$ cat src/rtl/alu8_pkg.sv
package alu8_pkg;
  localparam int OPW = 5;
  localparam int STW = 8;
  localparam int FC  = 0;
  localparam int FZ  = 1;
  localparam int FV  = 6;
  localparam int FN  = 7;

  typedef enum logic [OPW-1:0] {
    OP_ADC    = 5'd0,
    OP_SBC    = 5'd1,
    OP_CMPA   = 5'd2,
    OP_CMPX   = 5'd3,
    OP_AND    = 5'd4,
    OP_OR     = 5'd5,
    OP_XOR    = 5'd6,
    OP_BIT    = 5'd7,
    OP_INC    = 5'd8,
    OP_DEC    = 5'd9,
    OP_SHL    = 5'd10,
    OP_SHR    = 5'd11,
    OP_ROL    = 5'd12,
    OP_ROR    = 5'd13,
    OP_ANDSUB = 5'd14,
    OP_LDA    = 5'd15,
    OP_LDX    = 5'd16
  } op_e;

  typedef enum logic [1:0] {
    DST_NONE = 2'd0,
    DST_ACC  = 2'd1,
    DST_XR   = 2'd2,
    DST_MEM  = 2'd3
  } dst_e;

  function automatic logic uses_adder(input logic [OPW-1:0] op);
    return (op == OP_ADC) || (op == OP_SBC) || (op == OP_CMPA) ||
           (op == OP_CMPX) || (op == OP_ANDSUB);
  endfunction

  function automatic logic uses_shifter(input logic [OPW-1:0] op);
    return (op == OP_SHL) || (op == OP_SHR) || (op == OP_ROL) || (op == OP_ROR);
  endfunction
endpackage

$ cat src/rtl/alu8_arith.sv
module alu8_arith
  import alu8_pkg::*;
#(
  parameter int W = 8
) (
  input  logic [OPW-1:0] op_i,
  input  logic [W-1:0]   acc_i,
  input  logic [W-1:0]   xr_i,
  input  logic [W-1:0]   opnd_i,
  input  logic           cin_i,
  output logic [W-1:0]   sum_o,
  output logic           cout_o,
  output logic           ovf_o
);
  localparam int MSB = W - 1;

  logic [W-1:0] lhs;
  logic [W-1:0] rhs;
  logic         c0;
  logic [W:0]   full;

  // One adder serves every add/subtract form: subtraction is lhs + ~M + c0,
  // so bit W is already the no-borrow flag.
  always_comb begin
    lhs = acc_i;
    rhs = ~opnd_i;
    c0  = 1'b1;
    case (op_e'(op_i))
      OP_ADC:    begin rhs = opnd_i; c0 = cin_i; end
      OP_SBC:    c0 = cin_i;
      OP_CMPX:   lhs = xr_i;
      OP_ANDSUB: lhs = acc_i & xr_i;
      default:   ;
    endcase
    full = {1'b0, lhs} + {1'b0, rhs} + {{W{1'b0}}, c0};
  end

  assign sum_o  = full[MSB:0];
  assign cout_o = full[W];
  assign ovf_o  = (lhs[MSB] == rhs[MSB]) && (full[MSB] != lhs[MSB]);
endmodule

$ cat src/rtl/alu8_logic.sv
module alu8_logic
  import alu8_pkg::*;
#(
  parameter int W = 8
) (
  input  logic [OPW-1:0] op_i,
  input  logic [W-1:0]   acc_i,
  input  logic [W-1:0]   opnd_i,
  output logic [W-1:0]   res_o
);
  localparam logic [W-1:0] ONE = {{(W-1){1'b0}}, 1'b1};

  always_comb begin
    case (op_e'(op_i))
      OP_AND, OP_BIT: res_o = acc_i & opnd_i;
      OP_OR:          res_o = acc_i | opnd_i;
      OP_XOR:         res_o = acc_i ^ opnd_i;
      OP_INC:         res_o = opnd_i + ONE;
      OP_DEC:         res_o = opnd_i - ONE;
      OP_LDA, OP_LDX: res_o = opnd_i;
      default:        res_o = '0;
    endcase
  end
endmodule

$ cat src/rtl/alu8_shift.sv
module alu8_shift
  import alu8_pkg::*;
#(
  parameter int W = 8
) (
  input  logic [OPW-1:0] op_i,
  input  logic [W-1:0]   acc_i,
  input  logic [W-1:0]   opnd_i,
  input  logic           use_acc_i,
  input  logic           cin_i,
  output logic [W-1:0]   res_o,
  output logic           cout_o
);
  localparam int MSB = W - 1;

  logic [W-1:0] src;
  assign src = use_acc_i ? acc_i : opnd_i;

  always_comb begin
    res_o  = src;
    cout_o = cin_i;
    case (op_e'(op_i))
      OP_SHL: begin res_o = {src[MSB-1:0], 1'b0};  cout_o = src[MSB]; end
      OP_SHR: begin res_o = {1'b0, src[MSB:1]};    cout_o = src[0];   end
      OP_ROL: begin res_o = {src[MSB-1:0], cin_i}; cout_o = src[MSB]; end
      OP_ROR: begin res_o = {cin_i, src[MSB:1]};   cout_o = src[0];   end
      default: ;
    endcase
  end
endmodule

$ cat src/rtl/alu8_flags.sv
module alu8_flags
  import alu8_pkg::*;
#(
  parameter int W = 8
) (
  input  logic [OPW-1:0] op_i,
  input  logic [STW-1:0] stat_i,
  input  logic [W-1:0]   res_i,
  input  logic           add_c_i,
  input  logic           add_v_i,
  input  logic           sh_c_i,
  input  logic [1:0]     m_top_i,
  input  logic           use_acc_i,
  output logic [STW-1:0] stat_o,
  output logic [1:0]     dest_o
);
  localparam int MSB = W - 1;

  logic is_zero;
  assign is_zero = (res_i == '0);

  always_comb begin
    stat_o = stat_i;
    dest_o = DST_NONE;
    case (op_e'(op_i))
      OP_ADC, OP_SBC: begin
        stat_o[FC] = add_c_i;   stat_o[FV] = add_v_i;
        stat_o[FZ] = is_zero;   stat_o[FN] = res_i[MSB];
        dest_o     = DST_ACC;
      end
      OP_CMPA, OP_CMPX, OP_ANDSUB: begin
        stat_o[FC] = add_c_i;
        stat_o[FZ] = is_zero;   stat_o[FN] = res_i[MSB];
        dest_o     = (op_i == OP_ANDSUB) ? DST_XR : DST_NONE;
      end
      OP_AND, OP_OR, OP_XOR, OP_LDA, OP_LDX: begin
        stat_o[FZ] = is_zero;   stat_o[FN] = res_i[MSB];
        dest_o     = (op_i == OP_LDX) ? DST_XR : DST_ACC;
      end
      OP_BIT: begin
        stat_o[FZ] = is_zero;
        stat_o[FN] = m_top_i[1];
        stat_o[FV] = m_top_i[0];
      end
      OP_INC, OP_DEC: begin
        stat_o[FZ] = is_zero;   stat_o[FN] = res_i[MSB];
        dest_o     = DST_MEM;
      end
      OP_SHL, OP_SHR, OP_ROL, OP_ROR: begin
        stat_o[FC] = sh_c_i;
        stat_o[FZ] = is_zero;   stat_o[FN] = res_i[MSB];
        dest_o     = use_acc_i ? DST_ACC : DST_MEM;
      end
      default: ;
    endcase
  end
endmodule

$ cat src/rtl/alu8_core.sv
module alu8_core
  import alu8_pkg::*;
#(
  parameter int W = 8
) (
  input  logic [4:0]   op_i,
  input  logic [W-1:0] acc_i,
  input  logic [W-1:0] xr_i,
  input  logic [W-1:0] opnd_i,
  input  logic [7:0]   stat_i,
  input  logic         shift_acc_i,
  output logic [W-1:0] result_o,
  output logic [1:0]   dest_o,
  output logic [7:0]   stat_o
);
  localparam int MSB = W - 1;

  logic [W-1:0] add_sum;
  logic         add_carry;
  logic         add_ovf;
  logic [W-1:0] sh_res;
  logic         sh_carry;
  logic [W-1:0] lg_res;

  alu8_arith #(.W(W)) u_arith (
    .op_i(op_i), .acc_i(acc_i), .xr_i(xr_i), .opnd_i(opnd_i),
    .cin_i(stat_i[FC]), .sum_o(add_sum), .cout_o(add_carry), .ovf_o(add_ovf)
  );

  alu8_shift #(.W(W)) u_shift (
    .op_i(op_i), .acc_i(acc_i), .opnd_i(opnd_i), .use_acc_i(shift_acc_i),
    .cin_i(stat_i[FC]), .res_o(sh_res), .cout_o(sh_carry)
  );

  alu8_logic #(.W(W)) u_logic (
    .op_i(op_i), .acc_i(acc_i), .opnd_i(opnd_i), .res_o(lg_res)
  );

  always_comb begin
    if (uses_adder(op_i))        result_o = add_sum;
    else if (uses_shifter(op_i)) result_o = sh_res;
    else                         result_o = lg_res;
  end

  alu8_flags #(.W(W)) u_flags (
    .op_i(op_i), .stat_i(stat_i), .res_i(result_o),
    .add_c_i(add_carry), .add_v_i(add_ovf), .sh_c_i(sh_carry),
    .m_top_i(opnd_i[MSB -: 2]), .use_acc_i(shift_acc_i),
    .stat_o(stat_o), .dest_o(dest_o)
  );
endmodule

$ cat config.mk
export PLATFORM = sky130hd
export DESIGN_NAME = alu8_core
export DESIGN_NICKNAME = d
export VERILOG_FILES = /design/src/rtl/alu8_pkg.sv /design/src/rtl/alu8_arith.sv /design/src/rtl/alu8_logic.sv /design/src/rtl/alu8_shift.sv /design/src/rtl/alu8_flags.sv /design/src/rtl/alu8_core.sv
export SDC_FILE = /design/constraint.sdc
export NUM_CORES = 1
export LEC_CHECK = 0
export BUFFER_PORTS_ARGS = -buffer_cell sky130_fd_sc_hd__buf_4
export CORE_MARGIN = 2
export CORE_UTILIZATION = 56
export DETAILED_ROUTE_END_ITERATION = 12
export GPL_TIMING_DRIVEN = 0
export PLACE_DENSITY = 0.85
export SLEW_MARGIN = 20
export SYNTH_ARGS = -nofsm -noshare
export SYNTH_HDL_FRONTEND = slang
export SYNTH_SLANG_ARGS = --single-unit
$ cat constraint.sdc
create_clock -name vclk -period 5.9
set_clock_uncertainty 0.05 [all_clocks]
set_input_delay 1.18 -clock vclk [all_inputs]
set_output_delay 1.18 -clock vclk [all_outputs]
set_load 0.005 [all_outputs]
Word level (Yosys, flattened, before mapping):

Cells that the tools add are included.

* output and inout port bits: 18
* input bits: 38
* latch bits: 0
* register bits: 0
* memories: 0
* memory bits (writable): 0
* logic and storage cells: 66
* bits in read-only memories: 0

* shift-type cells: 0
* add/sub/neg operators: 4
* $lt $le $gt $ge: 0
* div/mod/pow operators: 0
* multipliers: 0
* multiplexer cells: 17
* bitwise logic cells: 5
* reductions and logical operators: 22
* equality and inequality tests: 18

Operators with widths (number)
* case mux 8 bit (6 select lines): 1
* equality test 5 x 4 -> 1 bit, second input constant: 8
* 2-to-1 mux 8 bit: 4
* case mux 8 bit (4 select lines): 1
* equality test 5 x 3 -> 1 bit, second input constant: 4
* OR reduction 17 bit: 1
* AND 8 bit: 2
* case mux 8 bit (2 select lines): 1
* OR reduction 16 bit: 1
* OR reduction 2 bit: 6
* equality test 5 x 2 -> 1 bit, second input constant: 2
* case mux 2 bit (5 select lines): 1
* OR reduction 5 bit: 2
* adder 8 x 8 -> 9 bit: 1
* adder 9 x 1 -> 9 bit: 1
* adder 8 x 1 -> 8 bit, second input constant: 1
* logical NOT 8 bit: 1
* NOT 8 bit: 1
* bitwise OR 8 bit: 1
* case mux 1 bit (2 select lines): 4
* subtractor 8 x 1 -> 8 bit, second input constant: 1
* bitwise XOR 8 bit: 1
* logical OR 1 bit: 7
* 2-to-1 mux 2 bit: 3
* other kinds (9): 10

Longest topological paths before layout:

* depth after elaboration: 8
* mapped depth: 16

By module:

Synthesis repeated with hierarchy kept, for this count alone.

* cells, all modules: 338
* area total of the unflattened synthesis: 2437.3 µm²

Modules (own cells, without submodules)
* alu8_logic: cells each 144, seq. area each 0.0 µm², instances 1, area each 991.0 µm²
* alu8_arith: cells each 70, seq. area each 0.0 µm², instances 1, area each 565.5 µm²
* alu8_shift: cells each 44, seq. area each 0.0 µm², instances 1, area each 339.1 µm²
* alu8_flags: cells each 38, seq. area each 0.0 µm², instances 1, area each 286.5 µm²
* alu8_core: cells each 42, seq. area each 0.0 µm², instances 1, area each 255.2 µm²

Worst setup path before layout:

No wires, ideal clock.

* path type: input to output
* start point: in op_i[0]
* end point: out stat_o[1]
* stages on the path: 16
* data arrival time: 4.175 ns
* setup slack: 0.495 ns
* path buffers: 4
* required time: 4.670 ns
* path through: buf_2 -> buf_4 -> buf_4 -> buf_4 -> nor2_2 -> xnor2_1 -> fa_1 -> inv_1 -> fa_1 -> nor2b_1 -> o21ai_0 -> a21oi_1 -> a211oi_1 -> xnor2_1 -> a32oi_1 -> o31ai_2

* word-level cells in the longest chain between the ends: 8
* elaborated cells between the ends (all ways): 39
* classes of those cells: 2 x add/sub; 16 x eq/ne; 8 x mux; 13 x reduce/logical

RTL lines
* start, declared: RTL line alu8_core.sv:6 `input logic [4:0] op_i,`
* parallel branches: the longest is 5 deep, another holds adder 8 x 8 -> 9 bit
* 2-to-1 mux 8 bit *: RTL line alu8_core.sv:40 `if (uses_adder(op_i)) result_o = add_sum;`
* via result_o[6]: RTL line alu8_core.sv:12 `output logic [W-1:0] result_o,`
* logical NOT 8 bit *: RTL line alu8_flags.sv:20 `assign is_zero = (res_i == '0);`
* 2-to-1 mux 1 bit *: RTL line alu8_flags.sv:25 `case (op_e'(op_i))`
* end, declared: RTL line alu8_core.sv:14 `output logic [7:0] stat_o`

Mark *: on every way through the listed nets, which the timed path passes.

Worst setup path in the final report:

* start point: in op_i[3]
* end point: out stat_o[1]

* word-level cells in the longest chain between the ends: 8
* elaborated cells between the ends (all ways): 39
* classes of those cells: 2 x add/sub; 16 x eq/ne; 8 x mux; 13 x reduce/logical

RTL lines (RTL line)
* parallel branches: the longest is 7 deep, another holds adder 8 x 8 -> 9 bit
* 2-to-1 mux 1 bit *: alu8_flags.sv:25

Mark *: on every way between the ends.

==> impl_metrics.tcl <==
set metrics [dict create \
    max_cap_viol_count 0 \
    num_rows 21 \
    track_usage_pct 31.4 \
    syn_area_um2 2040 \
    yosysWarnings 0 \
    seq_area_um2 0 \
    core_area_um2 3420 \
    fmax_ghz 0.176 \
    p_sw_share_pct 51.8 \
    pwr_density_cell_nw_per_um2 80.6 \
    finalSetupTns_ps 0 \
    worstPathCellList "buf_4 > buf_2 > nand2b_1 > o22ai_1 > nand2_2 > o22a_1 > fa_1 > inv_1 > fa_1 > nor2b_1 > o21ai_0 > nor3b_1 > o21ai_0 > a21oi_1 > nand4bb_1 > o31ai_2 > buf_4" \
    cpPeakStageDelay_ps 410 \
    min_path_type "input pin to output port" \
    crit_start "op_i[3]" \
    p_clk_share_pct 0 \
    grt_pass1_vias 2167 \
    syn_area_per_cell_um2 7.38 \
    end_kind "output port" \
    hold_start "stat_i[5]" \
    grt_max_degree 19 \
    crit_required_ps 4670 \
    ir_drop_uv 48.5 \
    syn_inst 276 \
    critPathMaxFanout 10 \
    fillers 297 \
    synth_cell_type_count 64 \
    startpoint_type "input pin" \
    holdBufCountCts 0 \
    crit_type "input pin to output port" \
    nets 397 \
    worstPathBufferInverterCount 4 \
    grt-ovfl-total 0 \
    drtIter0Drc 231 \
    wl_mm 6.34 \
    area_delta_synth_final_pct 22.3 \
    die_height_um 64.3 \
    leakage_uw 0.00112 \
    gp_congestion 0.987 \
    initial_core_util_pct 59.6 \
    finalSetupViolCount 0 \
    hpwl_mm 5.04 \
    final_common_cell "buf_4" \
    antenna_left 0 \
    viasPerCell 6.32 \
    fin_util_pct 72.9 \
    worst_slew_pin_slew_ps 1180 \
    combPwrFrac_pct 100.0 \
    place_worst_setup_slack_ps -164 \
    antenna_found_initial 0 \
    crit_family "compound AO/OA/AOI/OAI gates" \
    ioPinCount 56 \
    final_cell_mix "buf_4 (58), ha_1 (29), inv_1 (23)" \
    slew_violations 0 \
    nClkBuffers 0 \
    final_layout_size_suffix_gt1_share_pct 24.9 \
    final_hold_viol_count 0 \
    period_share_pct 96.1 \
    ys_seq_area_share_pct 0 \
    net-switching-power_uw 104 \
    internal_power_uw 96.7 \
    seq_power_share_pct 0 \
    maxSlewHeadroom_pct 21.0 \
    portBuffers 49 \
    drtPass1Iterations 5 \
    drcViolationCount 0 \
    antenna_cells 0 \
    synth_nets 346 \
    setup_slack_ps 230 \
    grt_pass1_wl_mm 10.5 \
    critPathSlowestCell "fa_1" \
    die_area_um2 4140 \
    status "complete, no violations" \
    whs_ps 2480 \
    finalWorstPathRequiredPeriod_ps 5670 \
    avgRoutedWirePerCell_um 17.1 \
    nFlopsAndLatches 0 \
    die_w_um 64.3 \
    arrival_ps 4440 \
    dr_total_vias 2345 \
]
-- routing by layer --
metal	GRT usage (%)	wire length, um
met3	2.46	500
met2	54.0	2960
met4	7.18	118
met1	42.4	2760
met5	0	0
-- logic make-up (layout without fill, tap and decap cells) --
| family | after synthesis | in the layout | share of synthesized area, % |
|---|---|---|---|
| compound gates | 88 | 88 | 31.6 |
| simple gates | 87 | 87 | 23.6 |
| buf+inv | 39 | 88 | 9.28 |
| fa+ha+maj | 32 | 32 | 20.8 |
| xor+xnor | 20 | 20 | 8.60 |
| mux | 10 | 10 | 6.14 |
-- path summary, 6_finish.rpt --
check / cells past startpoint / slack (ps) / end
setup / recovery: 17 / 230 / stat_o[1]
hold / removal: 2 / 2480 / stat_o[5]
-- layout make-up --
cell class	instances	area (um^2)	share of cell area, %
timing repair buffer	50	375	15.1
multi-input combinational	237	1870	75.2
tap	46	57.6	2.31
buffer	15	98.8	3.97
inverter	23	86.3	3.47
-- Yosys cell counts (all sizes together), types with 4 or more instances --
cell type / count / area (um^2)
nor2: 19 / 73.8
or2: 4 / 25.0
xnor2: 14 / 123
a21oi: 15 / 78.8
xor2: 6 / 52.6
nand2b: 5 / 31.3
nand2: 19 / 71.3
mux2i: 8 / 80.1
nor3b: 4 / 30.0
o21ai: 10 / 50.0
a211oi: 6 / 45.0
a22oi: 4 / 30.0
o211ai: 4 / 30.0
a31oi: 6 / 37.5
o22a: 9 / 78.8
inv: 23 / 86.3
and2: 5 / 31.3
ha: 29 / 363
a221oi: 6 / 52.6
nor2b: 8 / 57.6
nor3: 7 / 35.0
buf: 13 / 91.3
-- timing repair --
| action | CTS | global route |
|---|---|---|
| pin swaps | 1 | 0 |
| endpoints found under the setup margin | 4 | 4 |
| buffers inserted | 1 | 0 |
| resized for setup | 1 | 5 |
-- power by group through the flow --
| stage | registers [uW] | clock network [uW] | logic (uW) |
|---|---|---|---|
| after CTS | 0 | 0 | 196 |
| after detailed placement | 0 | 0 | 195 |
| final | 0 | 0 | 201 |
| after global placement | 0 | 0 | 191 |
| after global routing | 0 | 0 | 220 |
| after floorplan | 0 | 0 | 123 |
-- stage by stage --
step	total power, uW	std cells	instance area [um^2]
after floorplan	123	276	2040
after global placement	191	371	2460
after CTS	196	371	2470
after detailed placement	195	371	2460
after global routing	220	371	2490
final	201	371	2490
No activity file was read; power rests on OpenSTA's default activity.
